[config.mk]
export PLATFORM = sky130hd
export DESIGN_NAME = spi_buf_ctrl
export DESIGN_NICKNAME = d
export VERILOG_FILES = /design/src/rtl/spi_buf_pkg.sv /design/src/rtl/spi_tx_path.sv /design/src/rtl/spi_rx_path.sv /design/src/rtl/spi_buf_ctrl.sv
export SDC_FILE = /design/constraint.sdc
export NUM_CORES = 1
export LEC_CHECK = 0
export BUFFER_PORTS_ARGS = -buffer_cell sky130_fd_sc_hd__buf_4
export CORE_ASPECT_RATIO = 0.5
export CORE_MARGIN = 2
export CORE_UTILIZATION = 45
export CTS_CLUSTER_SIZE = 30
export DETAILED_ROUTE_END_ITERATION = 12
export HOLD_SLACK_MARGIN = 0.06
export PLACE_DENSITY = 0.84
export SLEW_MARGIN = 20
export SYNTH_ARGS = -nofsm -noshare
export SYNTH_HDL_FRONTEND = slang
export SYNTH_SLANG_ARGS = --single-unit
[constraint.sdc]
create_clock -name clk -period 1.6 [get_ports clk]
set_clock_uncertainty 0.15 [all_clocks]
set_input_delay 0.24 -clock clk [delete_from_list [all_inputs] [get_ports clk]]
set_output_delay 0.24 -clock clk [all_outputs]
set_load 0.02 [all_outputs]
[src/rtl/spi_buf_pkg.sv]
package spi_buf_pkg;
    typedef enum logic [1:0] {
        TX_IDLE,
        TX_HOLD,
        TX_SHIFT,
        TX_SHIFT_HOLD
    } tx_state_e;

    localparam logic [1:0] REG_STATUS = 2'd0;
    localparam logic [1:0] REG_CTRL   = 2'd1;
    localparam logic [1:0] REG_DATA   = 2'd2;

    localparam int CT_IE  = 0;
    localparam int CT_MST = 1;
    localparam int CT_FDE = 2;
    localparam int CT_SSO = 3;
endpackage

[src/rtl/spi_tx_path.sv]
module spi_tx_path
    import spi_buf_pkg::*;
#(
    parameter int DATA_W = 8
) (
    input  logic              clk,
    input  logic              rst_n,
    input  logic              wr_ok,
    input  logic [DATA_W-1:0] wr_byte,
    input  logic              master_en,
    input  logic              abort,
    input  logic              shf_done,
    output logic              tx_empty,
    output logic              busy,
    output logic              shf_load,
    output logic [DATA_W-1:0] shf_txd,
    output logic              xfer_done
);
    tx_state_e         state_q, state_d;
    logic [DATA_W-1:0] hold_q;

    // state register
    always_ff @(posedge clk or negedge rst_n) begin
        if (!rst_n) state_q <= TX_IDLE;
        else        state_q <= state_d;
    end

    // holding buffer, written only on an accepted byte
    always_ff @(posedge clk or negedge rst_n) begin
        if (!rst_n)     hold_q <= '0;
        else if (wr_ok) hold_q <= wr_byte;
    end

    // next state
    always_comb begin
        state_d = state_q;
        unique case (state_q)
            TX_IDLE:       if (wr_ok) state_d = TX_HOLD;
            TX_HOLD:       if (!abort && master_en) state_d = TX_SHIFT;
            TX_SHIFT: begin
                if (abort)         state_d = TX_IDLE;
                else if (shf_done) state_d = wr_ok ? TX_HOLD : TX_IDLE;
                else if (wr_ok)    state_d = TX_SHIFT_HOLD;
            end
            TX_SHIFT_HOLD: begin
                if (abort)         state_d = TX_HOLD;
                else if (shf_done) state_d = master_en ? TX_SHIFT : TX_HOLD;
            end
            default:       state_d = TX_IDLE;
        endcase
    end

    // outputs
    always_comb begin
        tx_empty  = (state_q == TX_IDLE) || (state_q == TX_SHIFT);
        busy      = (state_q == TX_SHIFT) || (state_q == TX_SHIFT_HOLD);
        shf_load  = !abort && master_en &&
                    ((state_q == TX_HOLD) || ((state_q == TX_SHIFT_HOLD) && shf_done));
        xfer_done = busy && shf_done && !abort;
        shf_txd   = hold_q;
    end
endmodule

[src/rtl/spi_rx_path.sv]
module spi_rx_path #(
    parameter int DATA_W = 8
) (
    input  logic              clk,
    input  logic              rst_n,
    input  logic              xfer_done,
    input  logic [DATA_W-1:0] rx_in,
    input  logic              clr,
    output logic              rx_full,
    output logic [DATA_W-1:0] rx_buf
);
    logic still_full;
    assign still_full = rx_full && !clr;

    always_ff @(posedge clk or negedge rst_n) begin
        if (!rst_n) begin
            rx_full <= 1'b0;
            rx_buf  <= '0;
        end else if (xfer_done && !still_full) begin
            rx_full <= 1'b1;
            rx_buf  <= rx_in;
        end else if (clr) begin
            rx_full <= 1'b0;
        end
    end
endmodule

[src/rtl/spi_buf_ctrl.sv]
module spi_buf_ctrl
    import spi_buf_pkg::*;
#(
    parameter int DATA_W = 8
) (
    input  logic              clk,
    input  logic              rst_n,
    input  logic [1:0]        bus_addr,
    input  logic              bus_rd,
    input  logic              bus_wr,
    input  logic [DATA_W-1:0] bus_wdata,
    output logic [DATA_W-1:0] bus_rdata,
    input  logic              ss_n,
    output logic              irq_tx,
    output logic              shf_load,
    output logic [DATA_W-1:0] shf_txd,
    output logic              shf_abort,
    input  logic              shf_done,
    input  logic [DATA_W-1:0] shf_rxd,
    output logic              xfer_busy
);
    localparam int PAD_W = DATA_W - 3;

    logic [DATA_W-1:0] ctrl_q;
    logic              fault_q;
    logic              tx_arm, rx_arm, flt_arm;
    logic              tx_empty, rx_full, xfer_done;
    logic [DATA_W-1:0] rx_buf;
    logic              rd_st, rd_dat, wr_st, wr_ctl, wr_dat;
    logic              wr_ok, rx_clr, fault_cond;

    assign rd_st  = bus_rd && (bus_addr == REG_STATUS);
    assign rd_dat = bus_rd && (bus_addr == REG_DATA);
    assign wr_st  = bus_wr && (bus_addr == REG_STATUS);
    assign wr_ctl = bus_wr && (bus_addr == REG_CTRL);
    assign wr_dat = bus_wr && (bus_addr == REG_DATA);

    assign fault_cond = ctrl_q[CT_MST] && ctrl_q[CT_FDE] && !ctrl_q[CT_SSO] && !ss_n;
    assign wr_ok      = wr_dat && tx_arm && tx_empty;
    assign rx_clr     = rd_dat && rx_arm && rx_full;

    spi_tx_path #(.DATA_W(DATA_W)) u_tx (
        .clk(clk), .rst_n(rst_n), .wr_ok(wr_ok), .wr_byte(bus_wdata),
        .master_en(ctrl_q[CT_MST]), .abort(fault_cond), .shf_done(shf_done),
        .tx_empty(tx_empty), .busy(xfer_busy), .shf_load(shf_load),
        .shf_txd(shf_txd), .xfer_done(xfer_done)
    );

    spi_rx_path #(.DATA_W(DATA_W)) u_rx (
        .clk(clk), .rst_n(rst_n), .xfer_done(xfer_done), .rx_in(shf_rxd),
        .clr(rx_clr), .rx_full(rx_full), .rx_buf(rx_buf)
    );

    // read-armed markers for the three flags
    always_ff @(posedge clk or negedge rst_n) begin
        if (!rst_n) begin
            tx_arm  <= 1'b0;
            rx_arm  <= 1'b0;
            flt_arm <= 1'b0;
        end else if (rd_st) begin
            tx_arm  <= tx_empty;
            rx_arm  <= rx_full;
            flt_arm <= fault_q;
        end else begin
            if (wr_st || wr_ctl || wr_dat) tx_arm  <= 1'b0;
            if (wr_st || wr_ctl || rd_dat) rx_arm  <= 1'b0;
            if (wr_st || wr_ctl || wr_dat) flt_arm <= 1'b0;
        end
    end

    // control register and mode fault flag
    always_ff @(posedge clk or negedge rst_n) begin
        if (!rst_n) begin
            ctrl_q  <= '0;
            fault_q <= 1'b0;
        end else begin
            if (wr_ctl) ctrl_q <= bus_wdata;
            if (fault_cond) begin
                ctrl_q[CT_MST] <= 1'b0;
                fault_q        <= 1'b1;
            end else if (wr_ctl && flt_arm) begin
                fault_q        <= 1'b0;
            end
        end
    end

    always_comb begin
        unique case (bus_addr)
            REG_STATUS: bus_rdata = {{PAD_W{1'b0}}, fault_q, rx_full, tx_empty};
            REG_CTRL:   bus_rdata = ctrl_q;
            REG_DATA:   bus_rdata = rx_buf;
            default:    bus_rdata = '0;
        endcase
    end

    assign irq_tx    = tx_empty && ctrl_q[CT_IE];
    assign shf_abort = fault_cond && xfer_busy;
endmodule

## Word level (Yosys, flattened, before mapping)

Cells that the tools add are included.

| storage, ports and cells | value |
|---|---|
| register bits | 31 |
| bits in latches | 0 |
| bits in writable memories | 0 |
| memory bits (read-only) | 0 |
| input port bits | 24 |
| output and inout port bits | 20 |
| logic and storage cells | 82 |
| memories | 0 |

| cells by class | value |
|---|---|
| $add $sub $neg | 0 |
| multipliers | 0 |
| divide/modulo/power cells | 0 |
| $lt $le $gt $ge | 0 |
| equality and inequality tests | 9 |
| shift-type cells | 0 |
| mux-type cells | 22 |
| bitwise logic cells | 0 |
| reduce and logical (&&, ||, !) cells | 41 |

Operators with widths:

| operator | number |
|---|---|
| case mux 8 bit (3 select lines) | 1 |
| logical AND 1 bit | 22 |
| two-way mux 2 bit | 9 |
| two-way mux 1 bit | 11 |
| nonzero test 2 bit | 5 |
| case mux 2 bit (4 select lines) | 1 |
| == test 2 bit (second input constant) | 3 |
| logical OR 1 bit | 6 |
| logical NOT 1 bit | 5 |
| == test 2 x 1 -> 1 bit (second input constant) | 2 |
| logical NOT 2 bit | 2 |
| inequality test 2 x 1 -> 1 bit (second input constant) | 2 |
| inequality test 4 x 3 -> 1 bit (second input constant) | 1 |
| AND reduction 4 bit | 1 |
| inequality test 3 bit (second input constant) | 1 |

## Logic depth before layout (Yosys ltp)

Gate-level depths: netlist of run 1.

| depth | value |
|---|---|
| depth after elaboration | 9 |
| depth in mapped cells | 6 |
| mapped depth without buffers | 3 |

## Modules after synthesis

From an unflattened synthesis of run 1, not the netlist that was laid out.

| unflattened totals | value |
|---|---|
| cell total of the unflattened synthesis | 110 |
| area, all modules | 1468.9 um2 |

By module, submodules not included:

| module | instances | cells each | area an instance (um2) | sequential area each (um2) |
|---|---|---|---|---|
| spi_buf_ctrl | 1 | 60 | 669.4 | 300.3 |
| spi_tx_path | 1 | 30 | 421.7 | 250.2 |
| spi_rx_path | 1 | 20 | 377.9 | 225.2 |

## Worst setup path before layout of run 1

Ideal clock, no wire load.

| path | value |
|---|---|
| path kind | register to register |
| start point | register ctrl_q[1] |
| end point | register u_rx.rx_buf[0] |
| setup time | 0.125 ns |
| data arrival time | 1.359 ns |
| required time | 1.325 ns |
| path slack | -0.034 ns |
| stages on the path, launching flop included | 4 |
| buffers on the path | 0 |
| clock period less this slack | 1.634 ns |
| cell sequence | dfrtp_1 -> and4bb_2 -> a211oi_4 -> mux2_2 |

| between the ends | value |
|---|---|
| word-level cells in the longest chain between the ends | 6 |

RTL lines:

| item | line | RTL |
|---|---|---|
| start, declared | spi_buf_ctrl.sv:24 | `logic [DATA_W-1:0] ctrl_q;` |
| start signal, assigned | spi_buf_ctrl.sv:77 | `if (wr_ctl) ctrl_q <= bus_wdata;` |
| logical AND 1 bit (3 in series) | spi_buf_ctrl.sv:38 | `assign fault_cond = ctrl_q[CT_MST] && ctrl_q[CT_FDE] && !ctrl_q[CT_SSO] && !ss_n;` |
| logical NOT 1 bit | spi_tx_path.sv:59 | `xfer_done = busy && shf_done && !abort;` |
| logical AND 1 bit | spi_tx_path.sv:59 |  |
| logical AND 1 bit | spi_rx_path.sv:19 | `end else if (xfer_done && !still_full) begin` |
| end signal, assigned | spi_rx_path.sv:21 | `rx_buf <= rx_in;` |
| end, declared | spi_rx_path.sv:10 | `output logic [DATA_W-1:0] rx_buf` |

Every way passes these cells.
A chain may end at the register's enable or synchronous reset.

## Worst setup path after layout of run 1

| path | value |
|---|---|
| start point | register ctrl_q[3] |
| end point | output port shf_abort |

| between the ends | value |
|---|---|
| word-level cells in the longest chain between the ends | 4 |

RTL lines:

| item | line | RTL |
|---|---|---|
| logical NOT 1 bit | spi_buf_ctrl.sv:38 |  |
| logical AND 1 bit (2 in series) | spi_buf_ctrl.sv:38 |  |
| logical AND 1 bit | spi_buf_ctrl.sv:97 | `assign shf_abort = fault_cond && xfer_busy;` |
| end, declared | spi_buf_ctrl.sv:17 | `output logic shf_abort,` |

Every way passes these cells.

==> results of run 1 <==
## report_power, final
part / total (µW) / internal, µW / leakage (µW) / switching, µW
Combinational: 1060 / 584 / 0.000619 / 479
Sequential: 1240 / 1050 / 0.000381 / 185
Clock: 685 / 392 / 0.0000515 / 292
## metal layers
layer / track usage [%] / part of all wire (%) / vias to the layer above / wire length, µm
li1: - / - / 540 / -
met1: 25.9 / 41 / 585 / 1650
met2: 38.4 / 49 / 53 / 2000
met3: 6.29 / 6.2 / 16 / 253
met4: 14.1 / 3.6 / 0 / 146
met5: 0 / 0 / - / 0
## layout by cell type (no fill, tap or decap)
cell type	Yosys	final
sky130_fd_sc_hd__buf_4	2	52
sky130_fd_sc_hd__nand2_1	8	7
sky130_fd_sc_hd__inv_2	0	1
sky130_fd_sc_hd__clkbuf_1	1	1
sky130_fd_sc_hd__o2bb2ai_1	2	2
sky130_fd_sc_hd__buf_6	1	3
sky130_fd_sc_hd__a22o_1	6	6
sky130_fd_sc_hd__mux2_2	23	15
sky130_fd_sc_hd__nor2b_1	3	3
sky130_fd_sc_hd__buf_12	0	2
sky130_fd_sc_hd__a22oi_1	1	1
sky130_fd_sc_hd__o21ai_2	0	1
sky130_fd_sc_hd__nand3b_1	2	2
sky130_fd_sc_hd__and4bb_4	0	1
sky130_fd_sc_hd__o21ai_0	6	3
sky130_fd_sc_hd__nand4b_4	1	1
sky130_fd_sc_hd__nand2b_1	5	5
sky130_fd_sc_hd__dfrtp_1	31	31
sky130_fd_sc_hd__o21ai_1	0	2
sky130_fd_sc_hd__nand3_1	1	1
sky130_fd_sc_hd__mux2_4	0	8
sky130_fd_sc_hd__mux2i_2	0	1
sky130_fd_sc_hd__inv_1	5	4
sky130_fd_sc_hd__a21oi_1	3	3
sky130_fd_sc_hd__nor2_2	0	1
sky130_fd_sc_hd__a211oi_4	1	1
sky130_fd_sc_hd__nor2_1	3	2
sky130_fd_sc_hd__dlygate4sd3_1	0	15
sky130_fd_sc_hd__clkbuf_8	0	7
sky130_fd_sc_hd__mux2i_1	3	2
sky130_fd_sc_hd__nand2_2	0	1
sky130_fd_sc_hd__and4_1	1	1
## worst max-delay path, cell delays in order (launching register included)
cell and delay (ns):
sky130_fd_sc_hd__dfrtp_1 0.39, sky130_fd_sc_hd__and4bb_4 0.33, sky130_fd_sc_hd__buf_4 0.12, sky130_fd_sc_hd__nand2_2 0.07, sky130_fd_sc_hd__inv_2 0.06, sky130_fd_sc_hd__buf_6 0.10
## flip-flops by register name, indices dropped and copies added (netlist names)
register      count
fault_q           1
rx_arm            1
flt_arm           1
u_rx.rx_full      1
ctrl_q            8
u_rx.rx_buf       8
u_tx.state_q      2
u_tx.shf_txd      8
tx_arm            1
## metrics by stage
stage | worst slack [ns] | std cells | hold slack, ns
6_report | -0.155 | 226 | 0.0649
5_1_grt | -0.207 | 226 | 0.0627
4_1_cts | -0.214 | 225 | 0.0625
3_5_place_dp | -0.0148 | 201 | 0.0433
3_3_place_gp | 0.00209 | 201 | 0.0408
2_1_floorplan | -0.0336 | 111 | -0.206
## cell families after synthesis
| kind of cell | count (synthesis) | share of synthesized area, % |
|---|---|---|
| buf+inv | 10 | 3.79 |
| flops | 31 | 54.7 |
| mux | 26 | 20.4 |
| compound gates | 19 | 10.1 |
| simple gates | 25 | 11.0 |
## final cells by class
class / instances / area share (%)
multi-input cells: 70 / 28.9
clock buffers: 8 / 4.56
flip-flops and latches: 31 / 35.4
repair buffers: 72 / 28.0
well taps: 40 / 2.28
inverters: 5 / 0.856
## path summary, 6_finish.rpt
kind / startpoint / end / slack [ns]
worst max-delay path: ctrl_q[3]$_DFFE_PN0P_ / shf_abort / -0.16
worst min-delay path: bus_wdata[2] / ctrl_q[2]$_DFFE_PN0P_ / 0.06
worst max register to register: ctrl_q[1]$_DFFE_PN0P_ / u_rx.rx_buf[0]$_DFFE_PN0P_ / -0.11
worst min register to register: u_tx.shf_txd[4]$_DFFE_PN0P_ / u_tx.shf_txd[4]$_DFFE_PN0P_ / 0.36
max in group asynchronous: rst_n / ctrl_q[0]$_DFFE_PN0P_ / 0.73
min in group asynchronous: rst_n / ctrl_q[3]$_DFFE_PN0P_ / 0.28
## repair_timing
action | in CTS | in global routing
cloned | 0 | 0
hold buffers | 15 | 0
buffers inserted | 2 | 2
resized for setup | 11 | 9
setup endpoints to repair | 12 | 13
pin swaps | 2 | 3
hold endpoints to repair | 50 | 0
==> load_flow_metrics.sql, run 1 <==
INSERT INTO impl_metrics (metric_group, metric, value, unit) VALUES
('outcome', 'violations_in_the_final_reports', 'setup timing', ''),
('cells_and_area', 'seqCellArea', '776', 'µm²'),
('outcome', 'outcome', 'finished, violations left', ''),
('yosys', 'dominant_cell_type_by_area_after_synthesis', 'sky130_fd_sc_hd__dfrtp_1', ''),
('yosys', 'predominant_post_synthesis_flop_cell', 'sky130_fd_sc_hd__dfrtp_1', ''),
('sta', 'worst-slew-pin-transition', '0.393', 'ns'),
('placement', 'number_of_port_buffers', '43', ''),
('sta', 'timing.final.crit_period', '1.76', 'ns'),
('yosys', 'synth_warnings', '0', ''),
('power', 'powerDensity', '1360', 'nW/µm²'),
('placement', 'placed_cell_area', '1870', 'µm²'),
('route', 'drtPass1Iterations', '5', ''),
('clock_network', 'tritoncts.num_buffers', '5', ''),
('yosys', 'asyncSetResetFlopFracSynth', '100', '%'),
('yosys', 'number_of_unique_standard_cell_types_used_by_synthesis', '23', ''),
('route', 'route.detailed.vias_per_inst', '5.28', ''),
('cells_and_area', 'multiInputGateArea', '634', 'µm²'),
('clock_network', 'ctsRootBufferMaster', 'sky130_fd_sc_hd__clkbuf_8', ''),
('hold_path', 'hp-class', 'in -> reg', ''),
('placement', 'dp.final_hpwl', '2320', 'µm'),
('worst_setup_path', 'timing_worst_setup_path_type', 'reg -> out', ''),
('route', 'num_vias', '1194', ''),
('yosys', 'synth_commonest_cells', '31 x sky130_fd_sc_hd__dfrtp_1, 23 x sky130_fd_sc_hd__mux2_2, 8 x sky130_fd_sc_hd__nand2_1, 6 x sky130_fd_sc_hd__a22o_1, 6 x sky130_fd_sc_hd__o21ai_0', ''),
('sta', 'period_share', '110', '%'),
('cells_and_area', 'fin_util', '73.2', '%'),
('sta', 'setup_total_negative_slack', '-1.10', 'ns'),
('route', 'dr.first_iter.drc_count', '55', ''),
('yosys', 'syn_area_per_cell', '12.8', 'µm²'),
('die', 'die_area', '3640', 'µm²'),
('global_routing', 'grt_antenna_before_repair', '0', ''),
('run', 'max-cap-violations', '0', ''),
('worst_setup_path', 'reg2reg_depth', '5', ''),
('clock_network', 'cts_tree', 'done', ''),
('worst_setup_path', 'timing.critical_path.arrival', '1.37', 'ns'),
('yosys', 'syn_nets', '135', ''),
('power', 'p_leak', '0.00105', 'µW'),
('hold_path', 'worst_hold_path_cell_count', '2', ''),
('yosys', 'number_of_enable_type_register_cells_in_the_synthesized_netlist', '0', ''),
('global_routing', 'grt_start_max_net_pins', '32', ''),
('worst_setup_path', 'critical_path.max_fanout', '3', ''),
('yosys', 'synth_largest_type_area_fraction', '54.7', '%'),
('power', 'post-layout-total-power', '2990', 'µW'),
('cells_and_area', 'post_route_cell_area', '2190', 'µm²'),
('yosys', 'post_synth_inst_count', '111', ''),
('cells_and_area', 'filler_cell_count', '183', ''),
('worst_setup_path', 'required_time_of_the_critical_path', '1.21', 'ns'),
('die', 'chipHeight', '43.7', 'µm'),
('global_routing', 'grt_pass1_vias', '1220', ''),
('yosys', 'yosys_register_bits', '31', ''),
('cells_and_area', 'relative_area_change_from_synthesis_to_final_layout', '54.7', '%'),
('global_routing', 'track_usage', '22.4', '%'),
('route', 'drc', '0', ''),
('power', 'max-vdd-ir-drop', '0.769', 'mV'),
('global_routing', 'grt.overflow.total', '0', ''),
('worst_setup_path', 'endpoint_kind', 'output pin', ''),
('sta', 'timing.final.setup_violations', '11', ''),
('route', 'route.final.wire_length', '4050', 'µm'),
('sta', 'post-route-worst-setup-slack', '-0.155', 'ns'),
('cells_and_area', 'post_route_cells_drive_above_1_share', '51.1', '%'),
('yosys', 'syn-cell-area', '1420', 'µm²'),
('clock_network', 'cts_max_path_buffers', '2', ''),
('cells_and_area', 'finalNetCount', '209', ''),
('sta', 'maxSlewHeadroom', '73.8', '%'),
('die', 'placement_rows', '14', ''),
('global_routing', 'grt_first_pass_wirelength', '6020', 'µm'),
('yosys', 'synthMostInstantiatedCell', 'sky130_fd_sc_hd__dfrtp_1', ''),
('worst_setup_path', 'worstSetupStartpointType', 'register', ''),
('sta', 'timing.final.hold_violations', '0', ''),
('yosys', 'synth.area.top_cells', 'sky130_fd_sc_hd__dfrtp_1 55%, sky130_fd_sc_hd__mux2_2 18%, sky130_fd_sc_hd__a22o_1 3.7%', ''),
('die', 'number_of_top_level_pins', '44', ''),
('sta', 'report.final.slew_viol_count', '0', '');
(Power assumes the default switching activity.)
==> run 2, diff against run 1 <==
- clock period: 1.6 -> 1.4 ns (I/O delays scaled with it)
==> run 2 against run 1 <==
The flow still finishes with violations (setup timing). Flip-flop and latch count is the same. Sequential power is 15% higher. Register-to-register slack worse by 0.26 ns. Largest cell class is now non-clock buffers. Critical endpoint is now shf_load. Worst setup slack worse by 0.38 ns. Die area unchanged. Power up 36%. Count of clock-buffer cells in the layout fell by 2.
==> load_flow_metrics.sql, run 2 (same netlist as run 1, synthesis figures left out) <==
INSERT INTO impl_metrics (metric_group, metric, value, unit) VALUES
('clock_network', 'cts_max_path_buffers', '2', ''),
('power', 'powerDensity', '1580', 'nW/µm²'),
('worst_setup_path', 'timing.critical_path.arrival', '1.58', 'ns'),
('route', 'met1_length', '2310', 'µm'),
('run', 'max-cap-violations', '0', ''),
('power', 'internal_power', '2720', 'µW'),
('route', 'wl_met2', '2630', 'µm'),
('global_routing', 'grt_pass1_vias', '1437', ''),
('clock_network', 'tritoncts.num_buffers', '5', ''),
('global_routing', 'grt.overflow.total', '0', ''),
('placement', 'dp.final_hpwl', '2290', 'µm'),
('outcome', 'violations_in_the_final_reports', 'setup timing', ''),
('hold_path', 'worst_hold_path_cell_count', '3', ''),
('cells_and_area', 'insertedDiodeCount', '0', ''),
('cells_and_area', 'post_route_cell_area', '2570', 'µm²'),
('route', 'highest_layer', 'met4', ''),
('power', 'power_switching_share', '33.1', '%'),
('power', 'max-vdd-ir-drop', '1.12', 'mV'),
('clock_network', 'clk_pin_slew', '0.07', 'ns'),
('power', 'p_comb_share', '40.9', '%'),
('hold_path', 'hold_ep', 'u_tx.state_q[1]$_DFFE_PN0P_', ''),
('sta', 'report.final.slew_viol_count', '0', ''),
('cells_and_area', 'mostFrequentLayoutCell', 'sky130_fd_sc_hd__buf_4', ''),
('outcome', 'outcome', 'finished, violations left', ''),
('die', 'chipHeight', '43.7', 'µm'),
('sta', 'timing.final.hold_violations', '0', ''),
('die', 'die-width', '83.4', 'µm'),
('global_routing', 'track_usage', '29.7', '%'),
('clock_network', 'cts_tree', 'done', ''),
('route', 'route.detailed.vias_per_inst', '5.56', ''),
('clock_network', 'cts.sinks', '31', ''),
('clock_network', 'number_of_h_tree_levels', '2', ''),
('worst_setup_path', 'worstSetupStartpointType', 'register', ''),
('sta', 'timing.final.setup_violations', '31', ''),
('placement', 'routabilityCongestion', '0.798', ''),
('cells_and_area', 'post_route_cells_drive_above_1_share', '61.5', '%'),
('placement', 'dpl_worst_slack', '-0.175', 'ns'),
('worst_setup_path', 'reg2reg_depth', '5', ''),
('worst_setup_path', 'rr_startpoint', 'ctrl_q[2]$_DFFE_PN0P_', ''),
('sta', 'post-route-worst-setup-slack', '-0.536', 'ns'),
('sta', 'grt_setup_unrepaired', 'yes', ''),
('hold_path', 'hp-class', 'in -> reg', ''),
('sta', 'maxSlewHeadroom', '73.7', '%'),
('worst_setup_path', 'critical_path.max_fanout', '2', ''),
('worst_setup_path', 'timing_worst_setup_path_type', 'reg -> out', ''),
('route', 'drtPass1Iterations', '4', ''),
('hold_path', 'hold_start', 'shf_done', ''),
('worst_setup_path', 'endpoint_kind', 'output pin', ''),
('route', 'wl_per_cell', '22.4', 'µm'),
('cells_and_area', 'relative_area_change_from_synthesis_to_final_layout', '81.3', '%'),
('route', 'final_antenna_net_count', '0', ''),
('die', 'initial_core_util', '47.3', '%'),
('cells_and_area', 'finalNetCount', '231', ''),
('route', 'detailroute.wirelength.met3', '405', 'µm'),
('cells_and_area', 'filler_cell_count', '112', ''),
('global_routing', 'grt_antenna_before_repair', '0', ''),
('placement', 'numPlacedInstances', '207', ''),
('sta', 'timing.final.crit_period', '1.94', 'ns'),
('sta', 'maxClockFrequency', '517', 'MHz'),
('power', 'post-layout-total-power', '4070', 'µW'),
('placement', 'number_of_port_buffers', '43', ''),
('die', 'number_of_top_level_pins', '44', ''),
('die', 'die_area', '3640', 'µm²'),
('clock_network', 'ctsRootBufferMaster', 'sky130_fd_sc_hd__clkbuf_8', ''),
('power', 'p_leak', '0.00125', 'µW'),
('cells_and_area', 'seqCellArea', '776', 'µm²'),
('worst_setup_path', 'regToRegSetupSlack', '-0.37', 'ns'),
('worst_setup_path', 'setup.worst_path.start', 'ctrl_q[2]$_DFFE_PN0P_', ''),
('power', 'share_seq_of_total_power', '35.2', '%'),
('global_routing', 'grt_first_pass_wirelength', '7830', 'µm'),
('global_routing', 'grt_start_max_net_pins', '32', ''),
('route', 'num_vias', '1379', ''),
('cells_and_area', 'mostFrequentLayoutCells', '55 x sky130_fd_sc_hd__buf_4, 31 x sky130_fd_sc_hd__dfrtp_1, 19 x sky130_fd_sc_hd__buf_6, 17 x sky130_fd_sc_hd__dlygate4sd3_1, 16 x sky130_fd_sc_hd__mux2_4', ''),
('placement', 'placed_cell_area', '1950', 'µm²'),
('route', 'route.final.wire_length', '5560', 'µm'),
('worst_setup_path', 'r2r_end', 'u_rx.rx_buf[2]$_DFFE_PN0P_', ''),
('sta', 'worst-slew-pin-transition', '0.390', 'ns'),
('cells_and_area', 'multiInputGateArea', '746', 'µm²'),
('clock_network', 'worst_skew_pair.late_latency', '0.31', 'ns'),
('cells_and_area', 'finalNonFillerCells', '248', ''),
('die', 'core-area', '3000', 'µm²'),
('sta', 'period_share', '138', '%'),
('power', 'pwr-share-clk', '23.8', '%'),
('route', 'drc', '0', ''),
('power', 'p_sw', '1340', 'µW'),
('die', 'placement_rows', '14', ''),
('worst_setup_path', 'required_time_of_the_critical_path', '1.04', 'ns'),
('route', 'dr.first_iter.drc_count', '84', '');
## run 2: final cells by class
type | instances | area share, %
clock buffers | 6 | 3.21
repair buffers | 94 | 33.5
clock inverters | 2 | 1.36
inverters | 5 | 0.730
well taps | 40 | 1.95
flip-flops and latches | 31 | 30.2
multi-input cells | 70 | 29.0
## run 2: worst max path at each step
stage / cells past startpoint / to
after floorplan: 3 / u_rx.rx_buf[0]$_DFFE_PN0P_
after global placement: 4 / u_rx.rx_buf[2]$_DFFE_PN0P_
after detailed placement: 4 / u_rx.rx_buf[2]$_DFFE_PN0P_
after CTS: 5 / shf_load
after global routing: 5 / shf_load
final: 5 / shf_load
## run 2: repair_timing
item                                    4_1_cts  5_1_grt
buffers inserted                              7       12
hold buffers                                 17        0
gates resized for setup                      33       22
endpoints found under the setup margin       20       32
pin swaps                                     4        9
endpoints found under the hold margin        54        0
gates cloned                                  0        1
## run 2: power by group through the flow
stage | combinational, µW | clock (µW) | sequential (µW)
floorplan | 542 | 0 | 1480
global placement | 1120 | 0 | 1380
detailed placement | 1150 | 0 | 1390
CTS | 1400 | 932 | 1390
global route | 1730 | 1000 | 1450
finish | 1660 | 969 | 1430
## run 2: metrics by stage
stage                     hold slack (ns)  setup TNS [ns]  util, %
final                               0.110           -6.13     85.8
after global routing                0.104           -6.97     85.8
after CTS                          0.0654           -4.02     80.2
after detailed placement           0.0189           -3.20     65.2
after global placement             0.0148           -2.88     65.2
after floorplan                    -0.236           -2.49        -
## run 2: critical path, cell delays in order, from the launching register on
cell and delay, ns:
sky130_fd_sc_hd__dfrtp_1 0.40, sky130_fd_sc_hd__and4bb_2 0.27, sky130_fd_sc_hd__buf_6 0.12, sky130_fd_sc_hd__nand3b_1 0.22
sky130_fd_sc_hd__nor2_4 0.15, sky130_fd_sc_hd__buf_6 0.12
## run 2: metal layers
metal | vias up | track usage, %
li1 | 580 | -
met4 | 0 | 16.4
met1 | 682 | 37.2
met3 | 25 | 7.24
met2 | 92 | 49.0
met5 | - | 0
